### config.mk
export PLATFORM = sky130hd
export DESIGN_NAME = base_ctr_csr
export DESIGN_NICKNAME = d
export VERILOG_FILES = /design/src/rtl/ctr_csr_pkg.sv /design/src/rtl/ctr_cell.sv /design/src/rtl/ctr_addr_dec.sv /design/src/rtl/ctr_rd_mux.sv /design/src/rtl/base_ctr_csr.sv
export SDC_FILE = /design/constraint.sdc
export NUM_CORES = 1
export LEC_CHECK = 0
export BUFFER_PORTS_ARGS = -buffer_cell sky130_fd_sc_hd__buf_4
export CAP_MARGIN = 20
export CORE_MARGIN = 5
export CORE_UTILIZATION = 30
export CTS_CLUSTER_SIZE = 30
export DETAILED_ROUTE_END_ITERATION = 8
export GPL_ROUTABILITY_DRIVEN = 0
export SYNTH_ARGS = -nofsm -noshare
export SYNTH_HDL_FRONTEND = slang
export SYNTH_SLANG_ARGS = --single-unit
### constraint.sdc
create_clock -name clk_i -period 3.85 [get_ports clk_i]
set_input_delay 0.9625 -clock clk_i [delete_from_list [all_inputs] [get_ports clk_i]]
set_output_delay 0.9625 -clock clk_i [all_outputs]
set_load 0.05 [all_outputs]
### src/rtl/ctr_csr_pkg.sv
package ctr_csr_pkg;

    localparam int unsigned NUM_CTR = 3;
    localparam int unsigned ADDR_W  = 12;
    localparam int unsigned RS1_W   = 5;
    localparam int unsigned FULL_W  = 64;

    localparam int unsigned IDX_CYC = 0;
    localparam int unsigned IDX_TIM = 1;
    localparam int unsigned IDX_RET = 2;

    typedef enum logic [1:0] {
        SEL_CYC  = 2'd0,
        SEL_TIM  = 2'd1,
        SEL_RET  = 2'd2,
        SEL_NONE = 2'd3
    } ctr_sel_e;

    typedef struct packed {
        logic     legal;
        logic     hi;
        ctr_sel_e sel;
    } dec_t;

endpackage

### src/rtl/ctr_cell.sv
module ctr_cell #(
    parameter int unsigned W     = 64,
    parameter int unsigned INC_W = 3
) (
    input  logic             clk_i,
    input  logic             rst_ni,
    input  logic [INC_W-1:0] inc_i,
    output logic [W-1:0]     val_o
);

    typedef struct packed {
        logic [W-1:0] cnt;
    } state_t;

    state_t st_d, st_q;

    always_comb begin
        st_d     = st_q;
        st_d.cnt = st_q.cnt + W'(inc_i);
    end

    always_ff @(posedge clk_i or negedge rst_ni) begin
        if (!rst_ni) st_q <= '0;
        else         st_q <= st_d;
    end

    assign val_o = st_q.cnt;

endmodule

### src/rtl/ctr_addr_dec.sv
module ctr_addr_dec
    import ctr_csr_pkg::*;
#(
    parameter int unsigned XLEN = 64
) (
    input  logic [ADDR_W-1:0] addr_i,
    input  logic [RS1_W-1:0]  rs1_i,
    output dec_t              dec_o
);

    localparam bit HI_OK = (XLEN == 32);

    logic in_block;
    logic is_hi;
    logic zero_src;

    always_comb begin
        in_block = (addr_i[11:8] == 4'hC) && (addr_i[6:2] == 5'd0)
                   && (addr_i[1:0] != 2'd3);
        is_hi    = addr_i[7];
        zero_src = (rs1_i == '0);

        dec_o       = '0;
        dec_o.sel   = SEL_NONE;
        dec_o.hi    = is_hi;
        if (in_block) begin
            case (addr_i[1:0])
                2'd0:    dec_o.sel = SEL_CYC;
                2'd1:    dec_o.sel = SEL_TIM;
                default: dec_o.sel = SEL_RET;
            endcase
        end
        dec_o.legal = in_block && zero_src && (!is_hi || HI_OK);
    end

endmodule

### src/rtl/ctr_rd_mux.sv
module ctr_rd_mux
    import ctr_csr_pkg::*;
#(
    parameter int unsigned XLEN  = 64,
    parameter int unsigned CTR_W = 64
) (
    input  logic [NUM_CTR-1:0][CTR_W-1:0] vals_i,
    input  ctr_sel_e                      sel_i,
    input  logic                          hi_i,
    output logic [XLEN-1:0]               data_o
);

    logic [CTR_W-1:0]  picked;
    logic [FULL_W-1:0] ext;
    logic [FULL_W-1:0] shifted;

    always_comb begin
        case (sel_i)
            SEL_CYC: picked = vals_i[IDX_CYC];
            SEL_TIM: picked = vals_i[IDX_TIM];
            SEL_RET: picked = vals_i[IDX_RET];
            default: picked = '0;
        endcase
        ext     = FULL_W'(picked);
        shifted = hi_i ? (ext >> 32) : ext;
        data_o  = XLEN'(shifted);
    end

endmodule

### src/rtl/base_ctr_csr.sv
module base_ctr_csr
    import ctr_csr_pkg::*;
#(
    parameter int unsigned XLEN  = 64,
    parameter int unsigned CTR_W = 64,
    parameter int unsigned RET_W = 3
) (
    input  logic              clk_i,
    input  logic              rst_ni,
    input  logic              tick_i,
    input  logic [RET_W-1:0]  ret_cnt_i,
    input  logic              rd_req_i,
    input  logic [11:0]       rd_addr_i,
    input  logic [4:0]        rd_rs1_i,
    output logic [XLEN-1:0]   rd_data_o,
    output logic              rd_valid_o,
    output logic              rd_illegal_o
);

    localparam int unsigned INC_W = (RET_W > 1) ? RET_W : 1;

    typedef struct packed {
        logic            valid;
        logic            illegal;
        logic [XLEN-1:0] data;
    } rsp_t;

    logic [NUM_CTR-1:0][INC_W-1:0] inc;
    logic [NUM_CTR-1:0][CTR_W-1:0] cur;
    logic [NUM_CTR-1:0][CTR_W-1:0] view;
    dec_t                          dec;
    logic [XLEN-1:0]               mux_data;
    rsp_t                          rsp_d, rsp_q;

    logic [CTR_W-1:0] cyc_now, tim_now, ret_now;

    assign inc[IDX_CYC] = INC_W'(tick_i);
    assign inc[IDX_TIM] = INC_W'(tick_i);
    assign inc[IDX_RET] = INC_W'(ret_cnt_i);

    generate
        for (genvar g = 0; g < NUM_CTR; g++) begin : g_ctr
            ctr_cell #(
                .W     (CTR_W),
                .INC_W (INC_W)
            ) u_cell (
                .clk_i  (clk_i),
                .rst_ni (rst_ni),
                .inc_i  (inc[g]),
                .val_o  (cur[g])
            );
            if (g == IDX_RET) begin : g_fwd
                assign view[g] = cur[g] + CTR_W'(ret_cnt_i);
            end else begin : g_plain
                assign view[g] = cur[g];
            end
        end
    endgenerate

    ctr_addr_dec #(
        .XLEN (XLEN)
    ) u_dec (
        .addr_i (rd_addr_i),
        .rs1_i  (rd_rs1_i),
        .dec_o  (dec)
    );

    ctr_rd_mux #(
        .XLEN  (XLEN),
        .CTR_W (CTR_W)
    ) u_mux (
        .vals_i (view),
        .sel_i  (dec.sel),
        .hi_i   (dec.hi),
        .data_o (mux_data)
    );

    always_comb begin
        rsp_d = '0;
        if (rd_req_i) begin
            if (dec.legal) begin
                rsp_d.valid = 1'b1;
                rsp_d.data  = mux_data;
            end else begin
                rsp_d.illegal = 1'b1;
            end
        end
    end

    always_ff @(posedge clk_i or negedge rst_ni) begin
        if (!rst_ni) rsp_q <= '0;
        else         rsp_q <= rsp_d;
    end

    assign rd_data_o    = rsp_q.data;
    assign rd_valid_o   = rsp_q.valid;
    assign rd_illegal_o = rsp_q.illegal;

    assign cyc_now = cur[IDX_CYC];
    assign tim_now = cur[IDX_TIM];
    assign ret_now = cur[IDX_RET];

endmodule

### After elaboration in Yosys (flattened, before gate mapping)

Index checks and enable logic that the tools add are counted.

| word-level totals | value |
|---|---|
| register bits | 258 |
| RAM bits | 0 |
| latch bits | 0 |
| memories kept | 0 |
| input bits | 24 |
| memory bits (read-only) | 0 |
| logic and storage cells | 31 |

| operators by class | value |
|---|---|
| $lt $le $gt $ge | 0 |
| add/subtract/negate cells | 3 |
| div/mod/pow operators | 0 |
| muxes and demuxes | 8 |
| equal/unequal tests | 5 |
| bitwise operators | 0 |
| multiply operators | 0 |
| reductions and logical operators | 9 |
| shift-type cells | 0 |

Operator list:

| cell | count |
|---|---|
| $pmux W64 S3 | 1 |
| $add A64 B1 Y64 | 2 |
| $mux W64 | 2 |
| $mux W66 | 1 |
| $add A64 B3 Y64 | 1 |
| $logic_not A5 Y1 | 2 |
| $eq A2 B1 Y1 const B | 2 |
| $eq A4 B4 Y1 const B | 1 |
| $logic_and A1 B1 Y1 | 4 |
| $logic_not A2 Y1 | 2 |
| $pmux W2 S2 | 1 |
| $eq A2 B2 Y1 const B | 1 |
| $mux W1 | 2 |
| $mux W2 | 1 |
| $ne A2 B2 Y1 const B | 1 |
| $logic_not A1 Y1 | 1 |

### Longest topological paths before layout

| depth | value |
|---|---|
| word-level depth | 9 |
| gate-level depth with buffers | 10 |
| depth with buffers taken out | 9 |

### Cells and area by module

From an unflattened synthesis, not the netlist that was laid out.

| unflattened totals | value |
|---|---|
| cell total of the unflattened synthesis | 1486 |
| area, all modules | 15218.3 µm² |

By module, submodules not included:

| module | times used | cells an instance | area each (µm²) |
|---|---|---|---|
| ctr_cell (g_ctr[1].u_cell ...) | 2 | 285 | 3111.7 |
| base_ctr_csr | 1 | 368 | 3631.0 |
| ctr_cell (g_ctr[0].u_cell) | 1 | 274 | 3030.4 |
| ctr_rd_mux | 1 | 264 | 2274.7 |
| ctr_addr_dec | 1 | 10 | 58.8 |

### Least setup slack after synthesis

OpenSTA, ideal clock, no wires.

| timing path | value |
|---|---|
| path kind | input to register |
| from | in ret_cnt_i[0] |
| to | reg rsp_q (netlist bit rd_data_o[46]) |
| cell stages on the path | 9 |
| slack | 0.577 ns |
| arrival | 3.135 ns |
| required time | 3.712 ns |
| cell sequence | ha_1 > inv_1 > fa_1 > nand2b_1 > a211oi_1 > nand3_1 > or3_1 > xor2_1 > o22ai_1 |

RTL lines:

| item | RTL line | text |
|---|---|---|
| start, declared | base_ctr_csr.sv:11 | `input logic [RET_W-1:0] ret_cnt_i,` |
| end signal, assigned | base_ctr_csr.sv:92 | `else rsp_q <= rsp_d;` |
| end, declared | base_ctr_csr.sv:33 | `rsp_t rsp_d, rsp_q;` |

==> key figures <==
Synth
  • Synth top area share: 52.7%
  • Area leader, netlist: dfrtp_1
  • Synthesized area per cell: 10.6 sq um
  • Number of synthesized register bits: 258
  • Syn Nets: 1189
  • Mapped cell area: 12200 sq um
  • Netlist cell types: 63
  • Seq/Total Area, Yosys: 52.7%
  • Prevailing post-synth register cell: dfrtp_1
  • Post-synth EDFFs: 0
  • Top cells by area, synth: dfrtp_1 53%, xnor2_1 8.0%, xor2_1 4.5%
  • Yosys warns: 0
  • Async SR Flop Fraction: 100%
  • Syn Inst Count: 1157

Power
  • Int Pwr: 4710 uW
  • Tot Pwr: 6250 uW
  • Sw Pwr: 1540 uW
  • Combinational share of power: 8.4%
  • Seq pwr share: 47.8%
  • Switching Share: 24.7%
  • Power density over the cells: 427 nW/um^2
  • Peak supply drop: 0.335 mV
  • Clock network power share: 43.8%
  • Leak: 0.00650 uW

Timing
  • Max frequency: 330 MHz
  • Final Hold Viols: 0
  • Min cycle time layout: 3.03 ns
  • Fin Setup TNS: 0 ns
  • Period Utilization, post-route: 78.7%
  • Slew @ Worst Pin: 0.702 ns
  • Skew final: 0.0192 ns
  • Final setup violation count: 0
  • RSZ-0062 raised after global routing: false
  • Final Max Slew Viols: 0
  • Max-slew headroom: 53.2%

Cells and area
  • Final #Nets: 1296
  • Fin area: 14600 sq um
  • Fraction of layout cells with a size suffix above 1: 15.2%
  • Most frequent standard cell in the layout excluding fill and tap cells: dfrtp_1
  • N_diodes: 0
  • Leading cell types in the layout, fill and taps excluded: 258 x dfrtp_1, 119 x buf_4, 112 x xnor2_1
  • Filler cells: 3995
  • Non-filler cells, final: 1815
  • Area grow syn2layout: 19.5%

Clock tree
  • Root buf cell: clkbuf_16
  • CTS tree: yes
  • Clk buf depth: 3
  • Worst-path clk slew: 0.06 ns
  • Number of clock buffers inserted by TritonCTS: 26
  • H-tree depth: 1
  • Cts hold-fix bufs: 0
  • Worst skew pair latency: 0.55 ns
  • Clock sinks: 258
  • Post-CTS Repair Setup Buffers: 0
  • Cts repair resizes: 0

Global routing
  • First-pass GRT wire length: 55800 um
  • Largest net degree at the start of global routing: 68
  • Number of global-route vias before repair: 9435
  • Initial antenna violation count: 0
  • Global route overflow: 0
  • GRT Util Overall: 15.6%

Worst hold path
  • HP Class: in -> async

Die
  • Die Width: 212 um
  • IO Count: 90
  • Initial core utilization: 30.1%
  • Core region area: 40600 sq um
  • Chip Height: 212 um
  • Die area: 45000 sq um
  • Std cell rows: 74

Drt
  • DRC: 0
  • Pre-Repair DR Iteration Count: 5
  • Drt via density: 5.26
  • DRT iter0 DRCs: 735
  • DR vias: 9548
  • Drt total wl: 35200 um
  • DR WL/cell: 19.4 um
  • Detail Route Antenna Nets: 0

Place
  • I/O Buffers: 89
  • DPL Wire Length: 25700 um
  • Placed instance area: 13700 sq um
  • Placed cell count: 1768

Critical path
  • Crit Path Category: in -> reg
  • Startpoint types: primary input
  • Crit. End Element: flop
  • Worst Path Required: 4.24 ns
  • Worst EP arrival: 3.42 ns
  • Worst-path fanout max: 5

Status
  • Status: finished clean

Job
  • Max cap viols: 0
-- power by group through the flow --
stage	Clock [uW]	Sequential [uW]	Combinational, uW
4_1_cts	2820	2990	532
3_5_place_dp	0	3030	531
6_report	2740	2990	527
3_3_place_gp	0	3030	518
5_1_grt	2910	3010	601
2_1_floorplan	0	3000	328
-- layout make-up --
type	count	area, sq um	share of cell area [%]
flip-flops and latches	258	6460	44.1
multi-input cells	834	5550	37.9
repair buffers	122	948	6.48
clock buffers	36	769	5.26
well taps	532	666	4.55
clock inverters	11	169	1.15
inverters	22	82.6	0.564
-- worst max-delay path: stages --
cell,delay [ns]
buf_4,0.08
ha_1,0.17
inv_1,0.06
fa_1,0.41
nand2b_1,0.21
a211oi_1,0.37
nand3_1,0.36
or3_1,0.49
xor2_1,0.18
o22ai_1,0.12
-- synthesized netlist by cell type, drive strengths merged, types with 25 or more instances --
master,n
a21oi,38
a221oi,25
and3,28
clkbuf,35
dfrtp,258
nand2,99
nand3,84
nand4,69
nor2,77
nor3,37
xnor2,112
xor2,63
-- kinds of logic (layout without fill, tap and decap cells) --
kind of cell,count (synthesis),in the layout,share of synthesized area (%)
compound gates,155,155,8.99
xor+xnor,175,175,12.5
fa+ha+maj,8,8,0.879
buf+inv,65,191,2.05
flops,258,258,52.7
mux,20,20,1.67
simple gates,476,476,21.2
-- per-layer routing --
metal	track usage (%)	vias up	routed length [um]
li1	-	4411	-
met1	22.5	4726	15700
met2	24.2	345	15900
met3	1.98	66	2260
met4	6.09	0	1340
met5	0	-	0
-- registers in the layout, summed over array words and instances, names as in the netlist --
| register | cells |
|---|---|
| g_ctr.u_cell.val_o | 192 |
| rd_data_o | 64 |
| rd_illegal_o | 1 |
| rd_valid_o | 1 |
-- metrics by stage --
step / utilization (%) / setup WS (ns) / hold WS, ns
after detailed placement: 33.7 / 0.353 / 0.463
after floorplan: - / 0.577 / 0.436
after global placement: 33.7 / 0.376 / 0.452
final: 36.0 / 0.819 / 0.365
after CTS: 36.0 / 0.899 / 0.363
after global routing: 36.0 / 0.706 / 0.394
-- final timing paths --
kind                                                 from                         to  slack [ns]  cells past startpoint
worst max-delay path                         ret_cnt_i[0]              rd_data_o[46]        0.82                     10
min in group clk_i              g_ctr[0].u_cell.val_o[63]  g_ctr[0].u_cell.val_o[63]        0.46                      1
worst max register to register   g_ctr[2].u_cell.val_o[0]              rd_data_o[46]        1.00                      9
worst min register to register  g_ctr[0].u_cell.val_o[63]  g_ctr[0].u_cell.val_o[63]        0.46                      1
worst min-delay path                               rst_ni              rd_data_o[21]        0.37                      1
max in group asynchronous                          rst_ni  g_ctr[0].u_cell.val_o[48]        2.55                      2
Power figures use the tool's default switching activity.
